`src/rtl/cal_transition_monitor.sv`:
```
module cal_transition_monitor #(
  parameter int CW     = 14,
  parameter int LOGMIN = 4,
  parameter int LOGMAX = 12,
  parameter int TW     = 12
) (
  input  logic          clk,
  input  logic          rst_n,
  input  logic          clr,
  input  logic          start,
  input  logic          warm_done,
  input  logic          code_vld,
  input  logic [CW-1:0] code,
  input  logic [3:0]    win_log,
  input  logic [TW-1:0] tol,
  input  logic [CW-1:0] far_dist,
  output logic [2:0]    phase,
  output logic          verdict_vld,
  output logic [1:0]    verdict,
  output logic          out_of_range,
  output logic          done
);
  localparam int CNTW = LOGMAX + 1;
  localparam int XW   = ((CNTW > TW) ? CNTW : TW) + 2;
  localparam int DW   = CW + 2;
  localparam logic [CW-1:0] OFS_CODE  = CW'(1) << (CW - 1);
  localparam logic [CW-1:0] GAIN_CODE = '0;
  localparam logic [2:0] P_IDLE = 3'd0, P_WARM = 3'd1, P_OFS = 3'd2,
                         P_GAIN = 3'd3, P_DONE = 3'd4;
  localparam logic [1:0] V_LOW = 2'd1, V_HIGH = 2'd2, V_ON = 2'd3;

  logic [CNTW-1:0] cnt, hicnt, n_len, new_hi;
  logic [3:0]      wl;
  logic [CW-1:0]   base;
  logic [DW-1:0]   code_x, lo_x, up_x, far_x;
  logic [XW-1:0]   hi_x, half_x, tol_x;
  logic            acc, is_up, is_far, last, on_tr, oor_acc, streak;
  logic [1:0]      cls;

  assign wl     = (win_log < 4'(LOGMIN)) ? 4'(LOGMIN) :
                  (win_log > 4'(LOGMAX)) ? 4'(LOGMAX) : win_log;
  assign n_len  = CNTW'(1) << wl;
  assign base   = (phase == P_GAIN) ? GAIN_CODE : OFS_CODE;
  assign code_x = DW'(code);
  assign lo_x   = DW'(base);
  assign up_x   = lo_x + DW'(1);
  assign far_x  = DW'(far_dist);
  assign is_up  = code_x >= up_x;
  assign is_far = (code_x > up_x + far_x) || (code_x + far_x < lo_x);
  assign acc    = (phase == P_OFS) || (phase == P_GAIN);
  assign last   = acc && code_vld && (cnt >= n_len - CNTW'(1));
  assign new_hi = hicnt + CNTW'(is_up);
  assign hi_x   = XW'(new_hi);
  assign half_x = XW'(n_len >> 1);
  assign tol_x  = XW'(tol);
  assign on_tr  = (hi_x + tol_x >= half_x) && (hi_x <= half_x + tol_x);
  assign cls    = on_tr ? V_ON : ((hi_x < half_x) ? V_LOW : V_HIGH);
  assign done   = (phase == P_DONE);

  always_ff @(posedge clk) begin
    if (!rst_n) begin
      phase <= P_IDLE;
      cnt <= '0;
      hicnt <= '0;
      oor_acc <= 1'b0;
      streak <= 1'b0;
      verdict_vld <= 1'b0;
      verdict <= 2'd0;
      out_of_range <= 1'b0;
    end else begin
      verdict_vld <= 1'b0;
      case (phase)
        P_IDLE: if (start) phase <= P_WARM;
        P_WARM: if (warm_done) phase <= P_OFS;
        default: ;
      endcase
      if (clr) begin
        cnt <= '0;
        hicnt <= '0;
        oor_acc <= 1'b0;
        streak <= 1'b0;
      end else if (acc && code_vld) begin
        if (last) begin
          cnt <= '0;
          hicnt <= '0;
          oor_acc <= 1'b0;
          verdict <= cls;
          verdict_vld <= 1'b1;
          out_of_range <= oor_acc | is_far;
          if (cls == V_ON && streak) begin
            streak <= 1'b0;
            phase <= (phase == P_OFS) ? P_GAIN : P_DONE;
          end else begin
            streak <= (cls == V_ON);
          end
        end else begin
          cnt <= cnt + CNTW'(1);
          hicnt <= new_hi;
          oor_acc <= oor_acc | is_far;
        end
      end
    end
  end
endmodule

```
`config.mk`:
```
export PLATFORM = sky130hd
export DESIGN_NAME = cal_transition_monitor
export DESIGN_NICKNAME = d
export VERILOG_FILES = /design/src/rtl/cal_transition_monitor.sv
export SDC_FILE = /design/constraint.sdc
export NUM_CORES = 1
export LEC_CHECK = 0
export ABC_CLOCK_PERIOD_IN_PS = 5600
export BUFFER_PORTS_ARGS = -buffer_cell sky130_fd_sc_hd__buf_2
export CAP_MARGIN = 20
export CORE_MARGIN = 2
export CORE_UTILIZATION = 39
export CTS_CLUSTER_SIZE = 28
export DETAILED_ROUTE_END_ITERATION = 10
export PLACE_DENSITY_LB_ADDON = 0.1
export SETUP_SLACK_MARGIN = 0.4
export SYNTH_ARGS = -nofsm -noshare
export SYNTH_HDL_FRONTEND = slang
export SYNTH_SLANG_ARGS = --single-unit
```
`constraint.sdc`:
```
create_clock -name clk -period 5.6 [get_ports clk]
set_clock_uncertainty 0.2 [all_clocks]
set_input_delay 1.12 -clock clk [delete_from_list [all_inputs] [get_ports clk]]
set_output_delay 1.12 -clock clk [all_outputs]
set_load 0.02 [all_outputs]
```
==> out/qor.yml, run 1 <==
status:
  status: "complete, no violations"
power:
  pwr-share-comb_pct: 33.1
  leakage_uw: 0.00289
  power.internal_uw: 530
  ir_drop_v: 0.0000947
  power.density_nw_per_um2: 128
  power_frac_seq_pct: 32.6
  swShare_pct: 31.7
  power.share.clock_pct: 34.4
  power.switching_uw: 246
global_routing:
  grt.overflow.total: 0
  grt_pass1_wl_mm: 21.1
  grt_max_degree: 22
  grt_usage_pct: 19.6
  antenna_found_initial: 0
  grt_pass1_vias: 4561
timing:
  setup_viol: 0
  hold_slack_ns: 0.289
  fmaxAchievable_mhz: 190
  tightest_slew_ns: 0.867
  hold_viol: 0
  slew_headroom_pct: 42.0
  fin_crit_sh_pct: 94.2
  tns_ns: 0
  rsz0062_at_grt: "yes"
  period_needed_ns: 5.28
  drv_slew: 0
worst_setup_path:
  r2r_slack_ns: 0.39
  crit_required_ns: 5.62
  slowest_delay_ns: 0.32
  worst_ep_arrival_time_ns: 5.29
  r2r_end: "phase[0]"
  cp-end-kind: "flip-flop"
  crit_type: "input pin to flip-flop"
  r2r_cells: 23
  crit_fanout: 4
  critical-path-slowest-cell: "ha_1"
  startpoint_type: "input pin"
  regToRegStartpoint: "phase[1]"
  crit_chain: "buf_8 -> nor4_4 -> nand4_1 -> a21o_1 -> ha_4 -> ha_4 -> and2_4 -> nand2_4 -> buf_6 -> nor2_4 -> xor2_2 -> ha_1 -> a21o_1 -> a31oi_2 -> xnor2_1 -> ha_1 -> nand4_1 -> buf_4 -> o31a_1 -> o221a_4 -> a211oi_4 -> mux2i_1"
clock_tree:
  insertion_delay_ns: 0.28
  cts_tree: "yes"
  cts_made_buffers: 5
  htree_levels: 2
  root_buffer: "clkbuf_16"
  clkSinkCount: 35
  cts_hold_buf: 0
  cts.clk_slew.worst_paths_ns: 0.06
  cts_buffer_depth: 2
floorplan:
  dieArea_um2: 13400
  dieWidth_um: 116
  start_util_pct: 40.1
  pin_count: 58
  design.core.area_um2: 12100
  rows: 40
  chipHeight_um: 116
logic_synthesis:
  synth_flop_cell: "dfxtp_1"
  ys_types: 66
  synth_edf_count: 0
  yosysWarnings: 0
  netlist_area_um2: 4860
  async_flop_share_pct: 0
  seq_area_frac_synth_pct: 14.4
  syn_area_per_cell_um2: 7.93
  synth_cells: 613
  synth_seq_cells: 35
detailed_routing:
  drtIter0Drc: 217
  drtPass1Iterations: 4
  post_drt_wl_per_cell_um: 14.4
  ant_nets: 0
  drc: 0
  vias_per_cell: 5.29
  num_vias: 4685
  wl_mm: 12.8
placement:
  globalplace.congestion: 0.863
  dp_hpwl_mm: 10.6
  io_buffer_count: 57
cells_and_area:
  multi_input_area_um2: 4230
  drive_above_1_share_pct: 19.9
  nNetsFinal: 878
  seqCellArea_um2: 701
  fillers: 1221
  area_growth_syn_to_layout_pct: 24.4
  final_cell_mix: "ha_1, buf_2, nand2_1"
  final_common_cell: "ha_1"
  antenna_cells: 0
hold_path:
  min_from: "hicnt[11]"
  hold_end: "hicnt[11]"
  whs_path_depth: 2
  hold_path_class: "flip-flop to flip-flop"
flow_run:
  maxCapViolations: 0
-- routing by layer --
| metal | part of all wire (%) | vias to the layer above | track usage (%) | routed length [µm] |
|---|---|---|---|---|
| li1 | - | 2428 | - | - |
| met2 | 47 | 83 | 34.2 | 6010 |
| met4 | 2.3 | 0 | 5.63 | 297 |
| met1 | 47 | 2160 | 25.8 | 5990 |
| met5 | 0 | - | 0 | 0 |
| met3 | 3.6 | 14 | 1.73 | 462 |
-- cells by family after synthesis --
kind of cell	Yosys count	synth area share, %
fa+ha+maj	111	28.9
flops	35	14.4
xor+xnor	58	10.6
mux	1	0.206
compound gates	139	19.4
simple gates	219	22.6
other cells	2	0.155
buf+inv	48	3.78
-- critical path: cells and delay by family --
| family | cells | cell delay, ns |
|---|---|---|
| AO/OA/AOI/OAI | 6 | 1.51 |
| XOR/XNOR | 2 | 0.29 |
| adder cells (fa/ha/maj) | 4 | 0.99 |
| buffers and inverters | 3 | 0.38 |
| multiplexers | 1 | 0.20 |
| AND/OR/NAND/NOR | 6 | 0.80 |
-- area by class of cell --
type | count | area share, %
clock inverters | 2 | 0.207
well taps | 168 | 3.48
inverters | 36 | 2.23
clock buffers | 6 | 2.13
repair buffers | 98 | 10.5
flip-flops and latches | 35 | 11.6
multi-input cells | 541 | 69.9
-- worst max-delay path by stage --
stage                     startpoint    endpoint  slack, ns  cells after the start
after floorplan              code[1]  verdict[0]       0.34                     20
after global placement       code[1]  verdict[0]      -0.01                     22
after detailed placement     code[1]  verdict[0]      -0.16                     22
after CTS                    code[2]    phase[0]       0.30                     20
after global routing         code[1]    phase[0]       0.07                     22
final                        code[1]    phase[0]       0.32                     22
-- registers in the layout, summed over array words and instances (netlist names) --
name,cells
streak,1
phase,3
verdict_vld,1
cnt,13
oor_acc,1
out_of_range,1
verdict,2
hicnt,13
-- cell usage after synthesis, types with 6 or more instances --
library cell  number  area, µm²
o21a_1             6       45.0
clkbuf_1           8       30.0
nand2_1           51        191
and3_1            11       68.8
nand4_1           13       81.3
dfxtp_1           35        701
inv_1             36        135
a21oi_1           47        235
or3_1              7       43.8
a211oi_1           6       45.0
nor4_1             6       37.5
nor2_1            48        180
ha_1             109       1360
o21ai_0           23        115
xnor2_1           22        193
nor2b_1            8       50.1
a21o_1            13       97.6
nand2b_1           6       37.5
xor2_1            35        307
nor3_1            11       55.1
nand3_1           37        185
-- what timing repair did --
action / in CTS / in global routing
pin swaps: 20 / 24
endpoints found under the hold margin: 0 / 0
gates cloned: 0 / 0
endpoints found under the setup margin: 6 / 6
buffers inserted: 4 / 5
resized for setup: 15 / 14
-- power by group through the flow --
| stage | Combinational (µW) | Clock (µW) | Sequential, µW |
|---|---|---|---|
| floorplan | 158 | 0 | 259 |
| global placement | 236 | 0 | 258 |
| detailed placement | 242 | 0 | 258 |
| CTS | 253 | 275 | 252 |
| global route | 293 | 284 | 253 |
| finish | 257 | 266 | 252 |
-- stage by stage --
step	total power (µW)	instances	utilization, %	instance area [µm²]	worst slack [ns]
2_1_floorplan	417	624	-	4980	0.336
3_3_place_gp	493	869	46.8	5670	-0.0130
3_5_place_dp	500	869	46.8	5670	-0.157
4_1_cts	780	881	48.9	5930	0.301
5_1_grt	829	886	49.9	6050	0.0729
6_report	775	886	49.9	6050	0.325
No activity file was read; power rests on OpenSTA's default activity.
==> run 2, diff against run 1 <==
--- a/config.mk
+++ b/config.mk
@@ -6,7 +6,7 @@
 export NUM_CORES = 1
 export LEC_CHECK = 0
 export ABC_CLOCK_PERIOD_IN_PS = 5600
-export BUFFER_PORTS_ARGS = -buffer_cell sky130_fd_sc_hd__buf_2
+export BUFFER_PORTS_ARGS = -buffer_cell sky130_fd_sc_hd__buf_4
 export CAP_MARGIN = 20
 export CORE_MARGIN = 2
 export CORE_UTILIZATION = 39
==> out/qor.yml, run 2 (synthesis results as in run 1) <==
status:
  status: "complete, no violations"
detailed_routing:
  drc: 0  # unchanged
  num_vias: 4766  # +1.7%
  ant_nets: 0  # unchanged
  wl_mm: 12.9  # +0.77%
  drtPass1Iterations: 4  # unchanged
  drtIter0Drc: 173  # -20%
  post_drt_wl_per_cell_um: 14.5  # +0.54%
  vias_per_cell: 5.37  # +1.5%
clock_tree:
  cts_made_buffers: 5  # unchanged
  clkSinkCount: 35  # unchanged
  cts_tree: "yes"
  root_buffer: "clkbuf_16"
  htree_levels: 2  # unchanged
  cts_hold_buf: 0  # unchanged
  cts_buffer_depth: 2  # unchanged
  insertion_delay_ns: 0.28  # about the same
  cts.clk_slew.worst_paths_ns: 0.06  # about the same
global_routing:
  grt_pass1_vias: 4670  # +2.4%
  grt_max_degree: 22  # unchanged
  grt_usage_pct: 20.1  # +0.48 points
  grt_pass1_wl_mm: 21.7  # +3.0%
  grt.overflow.total: 0  # unchanged
  antenna_found_initial: 0  # unchanged
floorplan:
  dieWidth_um: 116  # unchanged
  start_util_pct: 40.1  # unchanged
  pin_count: 58  # unchanged
  dieArea_um2: 13400  # unchanged
  rows: 40  # unchanged
  chipHeight_um: 116  # unchanged
  design.core.area_um2: 12100  # unchanged
cells_and_area:
  instances_no_fill: 888  # +0.23%
  area_growth_syn_to_layout_pct: 28.9
  fin_area_um2: 6270  # +3.6%
  fillers: 1231  # +0.82%
  drive_above_1_share_pct: 21.5  # +1.6 points
  final_common_cell: "ha_1"
  antenna_cells: 0  # unchanged
  nNetsFinal: 880  # +0.23%
  reg_top3: "cnt: 13 flops, hicnt: 13 flops, phase: 3 flops"
  final_cell_mix: "ha_1, buf_4, nand2_1"
worst_setup_path:
  worstSetupStartpoint: "code[1]"
  worst_ep_arrival_time_ns: 5.33  # +0.04 ns
  r2r_slack_ns: 0.33  # -0.06 ns
  cp-endpoint: "phase[0]"
  crit_fanout: 4  # unchanged
  cp-end-kind: "flip-flop"
  crit_required_ns: 5.61  # about the same
  crit_top_cell: "ha_4"
  r2r_end: "phase[0]"
  regToRegStartpoint: "phase[1]"
  critical-path-slowest-cell: "a221o_1"
  startpoint_type: "input pin"
  crit_chain: "buf_6 -> nor4_4 -> nand4_1 -> a21o_1 -> ha_4 -> ha_4 -> and2_4 -> nand2_4 -> xnor2_4 -> ha_4 -> and2_4 -> a221o_1 -> a31oi_2 -> xnor2_1 -> ha_1 -> nand4_1 -> buf_4 -> o31a_1 -> o221a_4 -> a211oi_4 -> mux2i_1"
  slowest_delay_ns: 0.36  # +0.04 ns
  r2r_cells: 22  # -4.3%
  crit_type: "input pin to flip-flop"
timing:
  tightest_slew_ns: 0.852  # -0.0152 ns
  fmaxAchievable_mhz: 188  # -0.95%
  rsz0062_at_grt: "yes"
  drv_slew: 0  # unchanged
  hold_slack_ns: 0.285  # -0.00355 ns
  slew_headroom_pct: 43.1  # +1.0 points
  setup_viol: 0  # unchanged
  hold_viol: 0  # unchanged
  tns_ns: 0  # unchanged
  fin_crit_sh_pct: 95.1  # +0.90 points
  period_needed_ns: 5.33  # +0.0506 ns
flow_run:
  maxCapViolations: 0  # unchanged
hold_path:
  hold_path_class: "flip-flop to flip-flop"
placement:
  dp_hpwl_mm: 10.7  # +0.55%
  place_area_um2: 5800  # +2.4%
  globalplace.congestion: 0.905  # +4.8%
  place_inst: 868  # -0.12%
  io_buffer_count: 57  # unchanged
power:
  leakage_uw: 0.00296  # +2.5%
  ir_drop_v: 0.0000864  # -8.8%
  power.density_nw_per_um2: 134  # +4.3%
-- run 2: critical path: cells and delay by family --
family,cells,cell delay (ns)
xor+xnor,2,0.25
compound gates,6,1.68
simple gates,6,0.88
mux,1,0.23
buf+inv,2,0.25
fa+ha+maj,4,0.89
-- run 2: how the worst min path moves through the flow --
stage | endpoint | from | cells past startpoint | slack, ns
floorplan | hicnt[0] | hicnt[0] | 2 | 0.24
global placement | hicnt[0] | hicnt[0] | 2 | 0.25
detailed placement | hicnt[0] | hicnt[0] | 2 | 0.26
CTS | hicnt[8] | hicnt[8] | 2 | 0.28
global route | hicnt[11] | hicnt[11] | 2 | 0.31
finish | hicnt[11] | hicnt[11] | 2 | 0.29
-- run 2: power by group --
| part | internal [µW] | switching [µW] |
|---|---|---|
| clock network | 210 | 107 |
| logic | 126 | 144 |
| registers | 251 | 1.90 |
-- run 2: stage by stage --
step	util (%)	setup slack [ns]	total power, µW
after floorplan	-	0.336	417
after global placement	47.9	-0.0247	504
after detailed placement	47.9	-0.108	511
after CTS	50.3	0.337	842
after global routing	51.7	0.166	891
final	51.7	0.274	838
-- run 2: layout make-up --
cell class | count | area (µm²) | area share, %
Clock buffer | 5 | 125 | 2.00
Clock inverter | 3 | 43.8 | 0.699
Inverter | 36 | 135 | 2.16
Multi-Input combinational cell | 541 | 4280 | 68.3
Sequential cell | 35 | 701 | 11.2
Tap cell | 168 | 210 | 3.35
Timing Repair Buffer | 100 | 769 | 12.3
-- run 2: what timing repair did --
action	CTS	global route
gates resized for setup	13	22
setup buffers	7	5
pin swaps	23	25
hold endpoints to repair	0	0
endpoints found under the setup margin	6	6
-- run 2: metal layers --
layer	GRT usage [%]	vias up	routed length (µm)
met3	2.09	24	430
li1	-	2442	-
met1	26.1	2189	6020
met5	0	-	0
met2	34.8	111	6080
met4	6.75	0	337
